## config.mk

```make
export PLATFORM = sky130hd
export DESIGN_NAME = fi_countdown_timer
export DESIGN_NICKNAME = d
export VERILOG_FILES = /design/src/rtl/fi_cdn_pkg.sv /design/src/rtl/fi_cdn_regs.sv /design/src/rtl/fi_cdn_counter.sv /design/src/rtl/fi_cdn_select.sv /design/src/rtl/fi_countdown_timer.sv
export SDC_FILE = /design/constraint.sdc
export NUM_CORES = 1
export LEC_CHECK = 0
export ABC_AREA = 1
export BUFFER_PORTS_ARGS = -buffer_cell sky130_fd_sc_hd__buf_2
export CELL_PAD_IN_SITES_DETAIL_PLACEMENT = 2
export CELL_PAD_IN_SITES_GLOBAL_PLACEMENT = 2
export CORE_ASPECT_RATIO = 1.4
export CORE_UTILIZATION = 28
export CTS_BUF_LIST = sky130_fd_sc_hd__clkbuf_8 sky130_fd_sc_hd__clkbuf_16
export CTS_CLUSTER_SIZE = 25
export DETAILED_ROUTE_END_ITERATION = 16
export GPL_TIMING_DRIVEN = 0
export PLACE_DENSITY_LB_ADDON = 0.1
export SYNTH_ARGS = -nofsm -noshare
export SYNTH_HDL_FRONTEND = slang
export SYNTH_HIERARCHICAL = 1
export SYNTH_SLANG_ARGS = --single-unit
```

## constraint.sdc

```tcl
create_clock -name clk -period 2.45 [get_ports clk]
set_clock_uncertainty 0.2 [all_clocks]
set_input_delay 0.1225 -clock clk [delete_from_list [all_inputs] [get_ports clk]]
set_output_delay 0.1225 -clock clk [all_outputs]
set_load 0.01 [all_outputs]
```

## src/rtl/fi_cdn_pkg.sv

```systemverilog
package fi_cdn_pkg;
   // register word indices
   localparam int CDN_IDX      = 0;
   localparam int CTL_IDX      = 1;
   // control word bit positions
   localparam int CTL_RUN      = 0;
   localparam int CTL_RPT      = 1;
   localparam int CTL_TYPE_LSB = 2;

   function automatic int type_width(input int n);
      return (n > 1) ? $clog2(n) : 1;
   endfunction
endpackage

```

## src/rtl/fi_cdn_regs.sv

```systemverilog
module fi_cdn_regs
   import fi_cdn_pkg::*;
#(
   parameter int REG_W     = 64,
   parameter int CNT_W     = 32,
   parameter int NUM_TYPES = 4,
   parameter int ADDR_W    = 2
) (
   input  logic                 clk,
   input  logic                 rst_n,
   input  logic                 wr_en,
   input  logic [ADDR_W-1:0]    addr,
   input  logic [REG_W-1:0]     wdata,
   output logic [REG_W-1:0]     rdata,
   output logic [CNT_W-1:0]     cdn_val,
   output logic                 run,
   output logic                 rpt,
   output logic [NUM_TYPES-1:0] types,
   output logic                 load
);
   localparam logic [ADDR_W-1:0] A_CDN = ADDR_W'(CDN_IDX);
   localparam logic [ADDR_W-1:0] A_CTL = ADDR_W'(CTL_IDX);

   logic wr_cdn, wr_ctl;
   logic unused_wdata_hi;

   assign wr_cdn = wr_en && (addr == A_CDN);
   assign wr_ctl = wr_en && (addr == A_CTL);
   assign load   = wr_ctl && wdata[CTL_RUN];
   assign unused_wdata_hi = ^wdata[REG_W-1:CNT_W];

   always_ff @(posedge clk or negedge rst_n) begin
      if (!rst_n) begin
         cdn_val <= '0;
      end else if (wr_cdn) begin
         cdn_val <= wdata[CNT_W-1:0];
      end
   end

   always_ff @(posedge clk or negedge rst_n) begin
      if (!rst_n) begin
         run   <= 1'b0;
         rpt   <= 1'b0;
         types <= '0;
      end else if (wr_ctl) begin
         run   <= wdata[CTL_RUN];
         rpt   <= wdata[CTL_RPT];
         types <= wdata[CTL_TYPE_LSB +: NUM_TYPES];
      end
   end

   always_comb begin
      rdata = '0;
      if (addr == A_CDN) begin
         rdata[CNT_W-1:0] = cdn_val;
      end else if (addr == A_CTL) begin
         rdata[CTL_RUN]                   = run;
         rdata[CTL_RPT]                   = rpt;
         rdata[CTL_TYPE_LSB +: NUM_TYPES] = types;
      end
   end
endmodule

```

## src/rtl/fi_cdn_counter.sv

```systemverilog
module fi_cdn_counter #(
   parameter int CNT_W = 32
) (
   input  logic             clk,
   input  logic             rst_n,
   input  logic             load,
   input  logic [CNT_W-1:0] load_val,
   input  logic             run,
   input  logic             rpt,
   input  logic             tick,
   output logic [CNT_W-1:0] cnt,
   output logic             expire
);
   localparam logic [CNT_W-1:0] ONE = CNT_W'(1);

   logic step;

   assign step   = run && tick && !load && (cnt != '0);
   assign expire = step && (cnt == ONE);

   always_ff @(posedge clk or negedge rst_n) begin
      if (!rst_n) begin
         cnt <= '0;
      end else if (load) begin
         cnt <= load_val;
      end else if (expire) begin
         cnt <= rpt ? load_val : '0;
      end else if (step) begin
         cnt <= cnt - ONE;
      end
   end
endmodule

```

## src/rtl/fi_cdn_select.sv

```systemverilog
module fi_cdn_select #(
   parameter int NUM_TYPES = 4,
   parameter int TYPE_W    = 2
) (
   input  logic [NUM_TYPES-1:0] types,
   output logic                 any,
   output logic [TYPE_W-1:0]    idx
);
   assign any = |types;

   generate
      if (NUM_TYPES == 1) begin : g_single
         assign idx = '0;
      end else begin : g_prio
         always_comb begin
            idx = '0;
            for (int i = NUM_TYPES - 1; i >= 0; i--) begin
               if (types[i]) idx = TYPE_W'(i);
            end
         end
      end
   endgenerate
endmodule

```

## src/rtl/fi_countdown_timer.sv

```systemverilog
module fi_countdown_timer
   import fi_cdn_pkg::*;
#(
   parameter int REG_W     = 64,
   parameter int CNT_W     = 32,
   parameter int NUM_TYPES = 4,
   parameter int ADDR_W    = 2,
   localparam int TYPE_W   = type_width(NUM_TYPES)
) (
   input  logic              clk,
   input  logic              rst_n,
   input  logic              wr_en,
   input  logic [ADDR_W-1:0] addr,
   input  logic [REG_W-1:0]  wdata,
   output logic [REG_W-1:0]  rdata,
   input  logic              tick_en,
   output logic              err_gen,
   output logic [TYPE_W-1:0] err_type
);
   generate
      if (CNT_W < 1 || CNT_W >= REG_W) begin : g_bad_cnt
         $error("CNT_W must lie in 1..REG_W-1");
      end
      if (NUM_TYPES < 1 || CTL_TYPE_LSB + NUM_TYPES > REG_W) begin : g_bad_types
         $error("NUM_TYPES does not fit the control word");
      end
      if (ADDR_W < 2) begin : g_bad_addr
         $error("ADDR_W must be at least 2");
      end
   endgenerate

   logic [CNT_W-1:0]     cdn_val;
   logic [CNT_W-1:0]     work_cnt;
   logic                 run, rpt, load, expire, any_type;
   logic [NUM_TYPES-1:0] types;
   logic [TYPE_W-1:0]    sel_idx;

   fi_cdn_regs #(
      .REG_W(REG_W), .CNT_W(CNT_W), .NUM_TYPES(NUM_TYPES), .ADDR_W(ADDR_W)
   ) u_regs (
      .clk(clk), .rst_n(rst_n), .wr_en(wr_en), .addr(addr), .wdata(wdata),
      .rdata(rdata), .cdn_val(cdn_val), .run(run), .rpt(rpt),
      .types(types), .load(load)
   );

   fi_cdn_counter #(.CNT_W(CNT_W)) u_cnt (
      .clk(clk), .rst_n(rst_n), .load(load), .load_val(cdn_val),
      .run(run), .rpt(rpt), .tick(tick_en), .cnt(work_cnt), .expire(expire)
   );

   fi_cdn_select #(.NUM_TYPES(NUM_TYPES), .TYPE_W(TYPE_W)) u_sel (
      .types(types), .any(any_type), .idx(sel_idx)
   );

   always_ff @(posedge clk or negedge rst_n) begin
      if (!rst_n) begin
         err_gen  <= 1'b0;
         err_type <= '0;
      end else begin
         err_gen  <= expire && any_type;
         err_type <= (expire && any_type) ? sel_idx : '0;
      end
   end
endmodule

```

---- Word level (Yosys, flattened, before mapping) ----
Index checks and enable logic that the tools add are counted.
storage, ports and cells
  output and inout port bits .............. 67
  bits of input ports ..................... 70
  word-level logic and storage cells ...... 35
  bits in registers ....................... 73
cells by class
  reductions and logical operators ........ 13
  equal/unequal tests ..................... 2
  mux-type cells .......................... 12
  add/sub/neg operators ................... 1
operators by type and width
  cell                                                  number
  2-to-1 mux 32 bit                                     4
  equality test 32 x 1 -> 1 bit, second input constant  1
  nonzero test 32 bit                                   1
  subtractor 32 x 1 -> 32 bit, second input constant    1
  2-to-1 mux 26 bit                                     1
  2-to-1 mux 6 bit                                      2
  2-to-1 mux 2 bit                                      5
  logical AND 1 bit                                     8
  OR reduction 4 bit                                    1
  nonzero test 3 bit                                    1
  equality test 2 x 1 -> 1 bit, second input constant   1
  zero test 2 bit                                       1
  zero test 1 bit                                       1

---- Depth between registers and ports, before layout ----
Gate-level depths: netlist of run 1.
  depth after elaboration ................. 9
  gate-level depth with buffers ........... 12
  depth with buffers taken out ............ 11

---- Hierarchy ----
Netlist of run 1, hierarchy kept.
by module, submodules not included
  module              cells an instance  area an instance (µm²)  times used  sequential area each (µm²)
  fi_cdn_counter      532                3042.9                  1           800.8
  fi_cdn_regs         276                2082.0                  1           950.9
  fi_countdown_timer  9                  97.6                    1           75.1
  fi_cdn_select       9                  46.3                    1           0.0

---- Least setup slack after synthesis of run 1 ----
Ideal clock, no wire load.
  path kind ............................... register to register
  start point ............................. register u_cnt.cnt[1]
  end point ............................... register err_type[0]
  required time ........................... 2179 ps
  setup time .............................. 71 ps
  cell stages (with the launch flop) ...... 11
  buffers on the path ..................... 1
  arrival time ............................ 1602 ps
  slack ................................... 577 ps
  period minus slack after synthesis ...... 1873 ps
  cell sequence ........................... dfrtp_1 inv_1 ha_1 nor3b_1 nand3_4 nor2_8 inv_2 buf_2 nor2_1 nand2_1 nor2_1
between the ends
  longest elaborated chain between the ends .. 5
  elaborated cells on any way between the ends .. 6
  those cells by class .................... 1 x eq/ne; 1 x mux; 4 x reduce/logical
ends and longest elaborated chain
  item                      line                      text
  start: declaration        fi_cdn_counter.sv:11      output logic [CNT_W-1:0] cnt,
  start signal: assignment  fi_cdn_counter.sv:25      cnt <= load_val;
  start signal: assignment  fi_cdn_counter.sv:27      cnt <= rpt ? load_val : '0;
  start signal: assignment  fi_cdn_counter.sv:29      cnt <= cnt - ONE;
  nonzero test 32 bit       fi_cdn_counter.sv:18      assign step = run && tick && !load && (cnt != '0);
  logical AND 1 bit         fi_cdn_counter.sv:18
  logical AND 1 bit (*)     fi_cdn_counter.sv:19      assign expire = step && (cnt == ONE);
  net expire                fi_countdown_timer.sv:34  logic run, rpt, load, expire, any_type;
  logical AND 1 bit (*)     fi_countdown_timer.sv:61  err_type <= (expire && any_type) ? sel_idx : '0;
  2-to-1 mux 2 bit (*)      fi_countdown_timer.sv:61
  end signal: assignment    fi_countdown_timer.sv:61
  end: declaration          fi_countdown_timer.sv:18  output logic [TYPE_W-1:0] err_type
The timed path passes the listed nets; every way through them passes the cells marked *.
A chain may end at the register's enable or synchronous reset.

---- Final worst setup path of run 1 ----
  start point ............................. register u_cnt.cnt[25]
  end point ............................... register err_type[1]
The elaborated chain is that of the path after synthesis.

==> results of run 1 <==
## cell type report
cell class	count	area (µm²)	area share
multi-input cells	625	2780	0.413
clock buffers	9	225	0.0334
clock inverters	7	63.8	0.00946
plain buffers	69	454	0.0673
repair buffers	110	748	0.111
well taps	244	305	0.0453
flip-flops and latches	73	1830	0.271
inverters	90	338	0.0501
## worst max-delay path: cells and delay by family, from the launching register on
kind	cells	cell delay (ns)
buffers and inverters	2	0.29
and+or+nand+nor	8	1.32
DFF	1	0.45
## synth_stat cells, drive strengths merged, types with 5 or more instances
master    n  area [µm²]
a21oi    13        72.6
buf      58         413
clkbuf   11        41.3
dfrtp    73        1830
inv      90         338
nand2   324        1220
nand3   117         598
nand4    16         100
nor2     91         403
o21ai     9        45.0
xor2      5        43.8
## cells in the final DEF (no fill, tap or decap), drive strengths merged, types with 2 or more instances in the layout
cell | synthesis | final
a21oi | 13 | 13
buf | 58 | 133
clkbuf | 11 | 20
clkinv | 0 | 3
conb | 1 | 32
dfrtp | 73 | 73
dlygate4sd3 | 0 | 35
ha | 3 | 3
inv | 90 | 92
nand2 | 324 | 324
nand3 | 117 | 117
nand3b | 4 | 4
nand4 | 16 | 16
nor2 | 91 | 91
nor3 | 2 | 2
o21ai | 9 | 9
o21bai | 2 | 2
xnor2 | 4 | 4
xor2 | 5 | 5
## power breakdown
part	switching (µW)	internal (µW)
clock network	552	780
registers	524	1540
logic	1770	945
## registers in the layout, indices dropped and copies added, names as in the netlist
| name | count |
|---|---|
| err_type | 2 |
| u_regs/rpt | 1 |
| u_regs/types | 4 |
| u_cnt/cnt | 32 |
| u_regs/run | 1 |
| u_regs/cdn_val | 32 |
| err_gen | 1 |
## metal layers
metal	up-vias	routed length (µm)	GRT usage
li1	2805	-	-
met1	2837	9080	0.269
met2	118	11500	0.436
met3	33	605	0.0306
met4	0	581	0.0857
met5	-	0	0
## metrics by stage
stage	worst slack, ns	TNS [ns]	hold slack [ns]	utilization
finish	0.131	0	0.0484	0.364
global route	0.00559	0	0.0602	0.364
CTS	0.0159	0	0.0341	0.362
detailed placement	-0.160	-1.43	-0.0481	0.328
global placement	-0.111	-0.943	0.158	0.327
floorplan	0.577	0	-0.373	-
## what timing repair did
item | 4_1_cts | 5_1_grt
endpoints found under the hold margin | 73 | 0
resized for setup | 0 | 4
setup buffers | 0 | 2
hold buffers | 35 | 0
endpoints found under the setup margin | 0 | 4
## logic make-up after synthesis
group / after synthesis / synth area share
adders and majority gates: 3 / 0.00712
other: 1 / 0.000712
and+or+nand+nor: 556 / 0.451
DFF: 73 / 0.347
xor gates and xnor gates: 9 / 0.0150
buffers and inverters: 159 / 0.150
AOI/OAI and AO/OA: 25 / 0.0287
## worst min path at each step
stage / startpoint / endpoint / cells after the start
finish: addr[1] / u_regs/cdn_val[24]$_DFFE_PN0P_ / 5
global route: addr[1] / u_regs/cdn_val[25]$_DFFE_PN0P_ / 5
CTS: addr[1] / u_regs/cdn_val[28]$_DFFE_PN0P_ / 5
detailed placement: rst_n / u_regs/cdn_val[27]$_DFFE_PN0P_ / 1
global placement: wdata[7] / u_regs/cdn_val[7]$_DFFE_PN0P_ / 3
floorplan: rst_n / err_gen$_DFF_PN0_ / 0
==> flow_summary.ini, run 1 <==
[detailed_routing]
first_iter_violations = 215
dr.pass1.iters = 4
ant_nets = 0
avgViaCountPerCell = 4.72
wirelength_um = 21800
drcViolationCount = 0
routedWlPerCell_um = 17.7
vias = 5793

[critical_path]
critPathMaxFanout = 10
worstSetupEndpointType = flop
r2r-end = err_type[1]$_DFF_PN0_
criticalPathCategory = flop to flop
crit_chain = nor2_1 > nand2_1 > nor2_1 > nand2_2 > nor2_8 > inv_2 > buf_2 > nor2_2 > nand2_1 > nor2_1
crit_path_max_incr_delay_ns = 0.45
cp-endpoint = err_type[1]$_DFF_PN0_
critPathRequiredTime_ns = 2.52
critical_path.startpoint = u_cnt/cnt[25]$_DFFE_PN0P_
reg2reg_depth = 10
r2r_slack_ns = 0.13
crit_slowest_cell = dfrtp_1
cp-start-kind = flop
worst_path_most_repeated_cell = nor2_1
arrival_ns = 2.39
worstReg2RegStart = u_cnt/cnt[25]$_DFFE_PN0P_

[finish]
n_fill_cell = 2309
fin_nets = 1051
area_growth_pct = 28.0
drive_above_1_share = 0.176
layoutNonFillerInstCount = 1227
antenna-diode-count = 0
stdcell_area_mm2 = 0.00675

[logic_synthesis]
netlist_area_mm2 = 0.00527
syn_inst = 826
synth_ff_type = dfrtp_1
synth-edff-count = 0
synth_cell_types = 31
seq_area_frac_synth = 0.347
synth_warnings = 6
ys_ff_latch = 73
avgSynthCellArea_um2 = 6.38
async_reset_ff_frac = 1.00

[sta]
rsz0062_at_grt = no
finalCritPeriodShare = 0.946
period_needed_ns = 2.32
clock.fmax_mhz = 431
setup_viol = 0
slew_viol_final = 0
max_slew.worst_pin.slew_ns = 0.673
finalHoldViolCount = 0
max-slew-margin-rel = 0.551

[global_routing]
grt_overflow = 0
grt_max_degree = 39
grt_pass1_wl_um = 34600
track_usage = 0.233
antenna_found_initial = 0
grt_pass1_vias = 6446

[die]
io_pins = 137
die_w_um = 118
core-area_mm2 = 0.0185
fp.dieArea_mm2 = 0.0194
rows = 59
initial_core_util = 0.284
die_y_um = 164

[worst_hold_path]
min_path_type = primary input to flop

[clock_tree]
clkSlewWorstSetupHoldPaths_ns = 0.06
cts_made_buffers = 9
ctsHtreeMaxLevel = 3
insertion_delay_ns = 0.34
clockBufferDepth = 2
cts_sinks = 73
cts_tree = built
cts_root_buf = clkbuf_16

[power]
p_leak_uw = 0.00377
peakVddDrop_v = 0.000308
power_uw = 6110
powerDensity_mw_per_mm2 = 906

[place]
dpl.hpwl_um = 17000
io_buffers = 72
routabilityCongestion = 0.814
placed_cells = 1174
dpl_cell_area_mm2 = 0.00607

[run]
max-cap-violations = 0

[run_status]
status = finished clean
No activity file was read; power rests on OpenSTA's default activity.
==> run 2: changes to the inputs <==
Settings changed: ABC_AREA 1 to 0, CORE_UTILIZATION 28 to 32.
==> run 2 against run 1 <==
Highest routed layer unchanged. Largest cell class unchanged. Utilization is 10 points higher. Flip-flop and latch count unchanged. First-iteration DRC count decreased by 12%. The run now ends with setup timing left. Synthesized area is 5.5% lower.
==> flow_summary.ini, run 2 <==
[run_status]
status = complete, but fails checks
failed_checks = setup timing

[finish]
area_growth_pct = 42.0
fin_nets = 774
final_cell_mix = buf_2 (70), dfrtp_1 (65), buf_4 (64)
antenna-diode-count = 0
layoutNonFillerInstCount = 896
n_fill_cell = 1659
final_common_cell = buf_2
reg_top3 = u_cnt/cnt: 32 flops, u_regs/cdn_val: 32 flops, u_regs/types: 4 flops
drive_above_1_share = 0.419

[critical_path]
critical_path.startpoint = u_cnt/cnt[25]$_DFFE_PN0P_
worstReg2RegStart = u_cnt/cnt[25]$_DFFE_PN0P_
critPathMaxFanout = 10
worstSetupEndpointType = flop
critPathRequiredTime_ns = 2.47
cp-start-kind = flop
criticalPathCategory = flop to flop
arrival_ns = 2.56

[clock_tree]
cts_root_buf = clkbuf_16
cts_tree = built
clockBufferDepth = 2
cts_sinks = 73
cts_made_buffers = 9
clkSlewWorstSetupHoldPaths_ns = 0.06
ctsHtreeMaxLevel = 3
insertion_delay_ns = 0.35

[logic_synthesis]
synth_warnings = 6
yosys.area.top_type = dfrtp_1
synth_common_cells = dfrtp_1 (73), nand2_1 (58), mux2_2 (43)
ys_ff_latch = 73
async_reset_ff_frac = 1.00
avgSynthCellArea_um2 = 9.54
seq_area_frac_synth = 0.367
netlist_area_mm2 = 0.00498
synth_top_area_frac = 0.367
synth_ff_type = dfrtp_1
synth_cell_types = 63
synth-edff-count = 0
synthTopCellsByArea = dfrtp_1 (37%), mux2_2 (9.7%), buf_4 (4.8%)
yosysMostFrequentCell = dfrtp_1
syn_inst = 522

[detailed_routing]
avgViaCountPerCell = 5.52
dr.pass1.iters = 4
ant_nets = 0
wirelength_um = 20700
drcViolationCount = 0
first_iter_violations = 189
vias = 4950
routedWlPerCell_um = 23.1

[sta]
slew_viol_final = 0
rsz0062_at_grt = yes
finalHoldViolCount = 0
period_needed_ns = 2.53
clock.fmax_mhz = 395
fin_ws_ns = -0.0838
setup_viol = 10
max_slew.worst_pin.slew_ns = 0.895
max-slew-margin-rel = 0.401
finalCritPeriodShare = 1.03

[power]
power_uw = 6790
p_leak_uw = 0.00306
peakVddDrop_v = 0.000306
powerDensity_mw_per_mm2 = 960

[place]
placed_cells = 816
io_buffers = 70
dpl.hpwl_um = 14000
preCtsSetupSlack_ns = -0.768
routabilityCongestion = 0.846

[die]
die_y_um = 150
initial_core_util = 0.329
rows = 53
io_pins = 137
fp.dieArea_mm2 = 0.0161
core-area_mm2 = 0.0151
die_w_um = 107

[global_routing]
grt_max_degree = 43
track_usage = 0.260
grt_pass1_vias = 5416
grt_pass1_wl_um = 31000
antenna_found_initial = 0
grt_overflow = 0

[run]
max-cap-violations = 0

[worst_hold_path]
min_path_type = primary input to asynchronous set/reset pin
run 2: timing repair:
| item | in CTS | in global routing |
|---|---|---|
| hold endpoints to repair | 111 | 0 |
| gates cloned | 0 | 2 |
| setup endpoints to repair | 35 | 35 |
| setup buffers | 24 | 10 |
| gates resized for setup | 55 | 62 |
| hold buffers | 33 | 0 |
| pin swaps | 13 | 13 |
run 2: logic make-up after synthesis:
kind of cell / count (synthesis) / synth area share
and+or+nand+nor: 204 / 0.237
AOI/OAI and AO/OA: 106 / 0.162
buffers and inverters: 74 / 0.0922
DFF: 73 / 0.367
muxes: 53 / 0.119
xor gates and xnor gates: 8 / 0.0141
adders and majority gates: 3 / 0.00754
other: 1 / 0.000753
run 2: per-stage QoR:
step	instance area [µm²]	setup TNS (ns)	utilization	hold WS, ns
after global routing	7070	-1.83	0.468	0.0971
after detailed placement	5720	-18.49	0.378	-0.0903
final	7070	-0.322	0.468	0.0756
after global placement	5690	-17.28	0.376	0.141
after CTS	6720	-0.0403	0.444	0.0658
after floorplan	5090	-0.0124	-	-0.373
run 2: worst paths after layout:
check	endpoint	slack [ns]	cells past startpoint
setup reg to reg	u_cnt/cnt[11]$_DFFE_PN0P_	-0.08	8
min in group clk	u_regs/cdn_val[24]$_DFFE_PN0P_	0.08	3
setup / recovery	u_cnt/cnt[11]$_DFFE_PN0P_	-0.08	8
max in group asynchronous	u_cnt/cnt[11]$_DFFE_PN0P_	1.36	3
hold / removal	u_regs/cdn_val[24]$_DFFE_PN0P_	0.08	2
hold reg to reg	u_regs/cdn_val[28]$_DFFE_PN0P_	0.34	1
run 2: worst max-delay path, cell delays in order (launching register included):
cell      delay, ns
dfrtp_1        0.45
nor4_4         0.29
buf_4          0.18
nand4_4        0.13
buf_8          0.19
clkbuf_4       0.22
or2_2          0.37
o221ai_1       0.28
nand2_1        0.08
run 2: routing by layer:
metal,up-vias,track usage,wire [µm]
li1,2226,-,-
met1,2551,0.284,7640
met2,126,0.486,11500
met3,47,0.0309,716
met4,0,0.138,915
met5,-,0,0
run 2: cell type report:
| class | instances | area, µm² | area share |
|---|---|---|---|
| buffer | 66 | 523 | 0.0740 |
| multi-input combinational | 406 | 3130 | 0.442 |
| clock buffer | 11 | 253 | 0.0357 |
| inverter | 5 | 23.8 | 0.00336 |
| sequential | 73 | 1840 | 0.260 |
| clock inverter | 3 | 18.8 | 0.00265 |
| timing repair buffer | 140 | 1050 | 0.148 |
| tap | 192 | 240 | 0.0340 |
run 2: power by group:
| part | internal [µW] | leakage (µW) | switching (µW) |
|---|---|---|---|
| Combinational | 1540 | 0.00204 | 1740 |
| Clock | 726 | 0.000131 | 533 |
| Sequential | 1570 | 0.000892 | 677 |
| Total | 3840 | 0.00306 | 2950 |
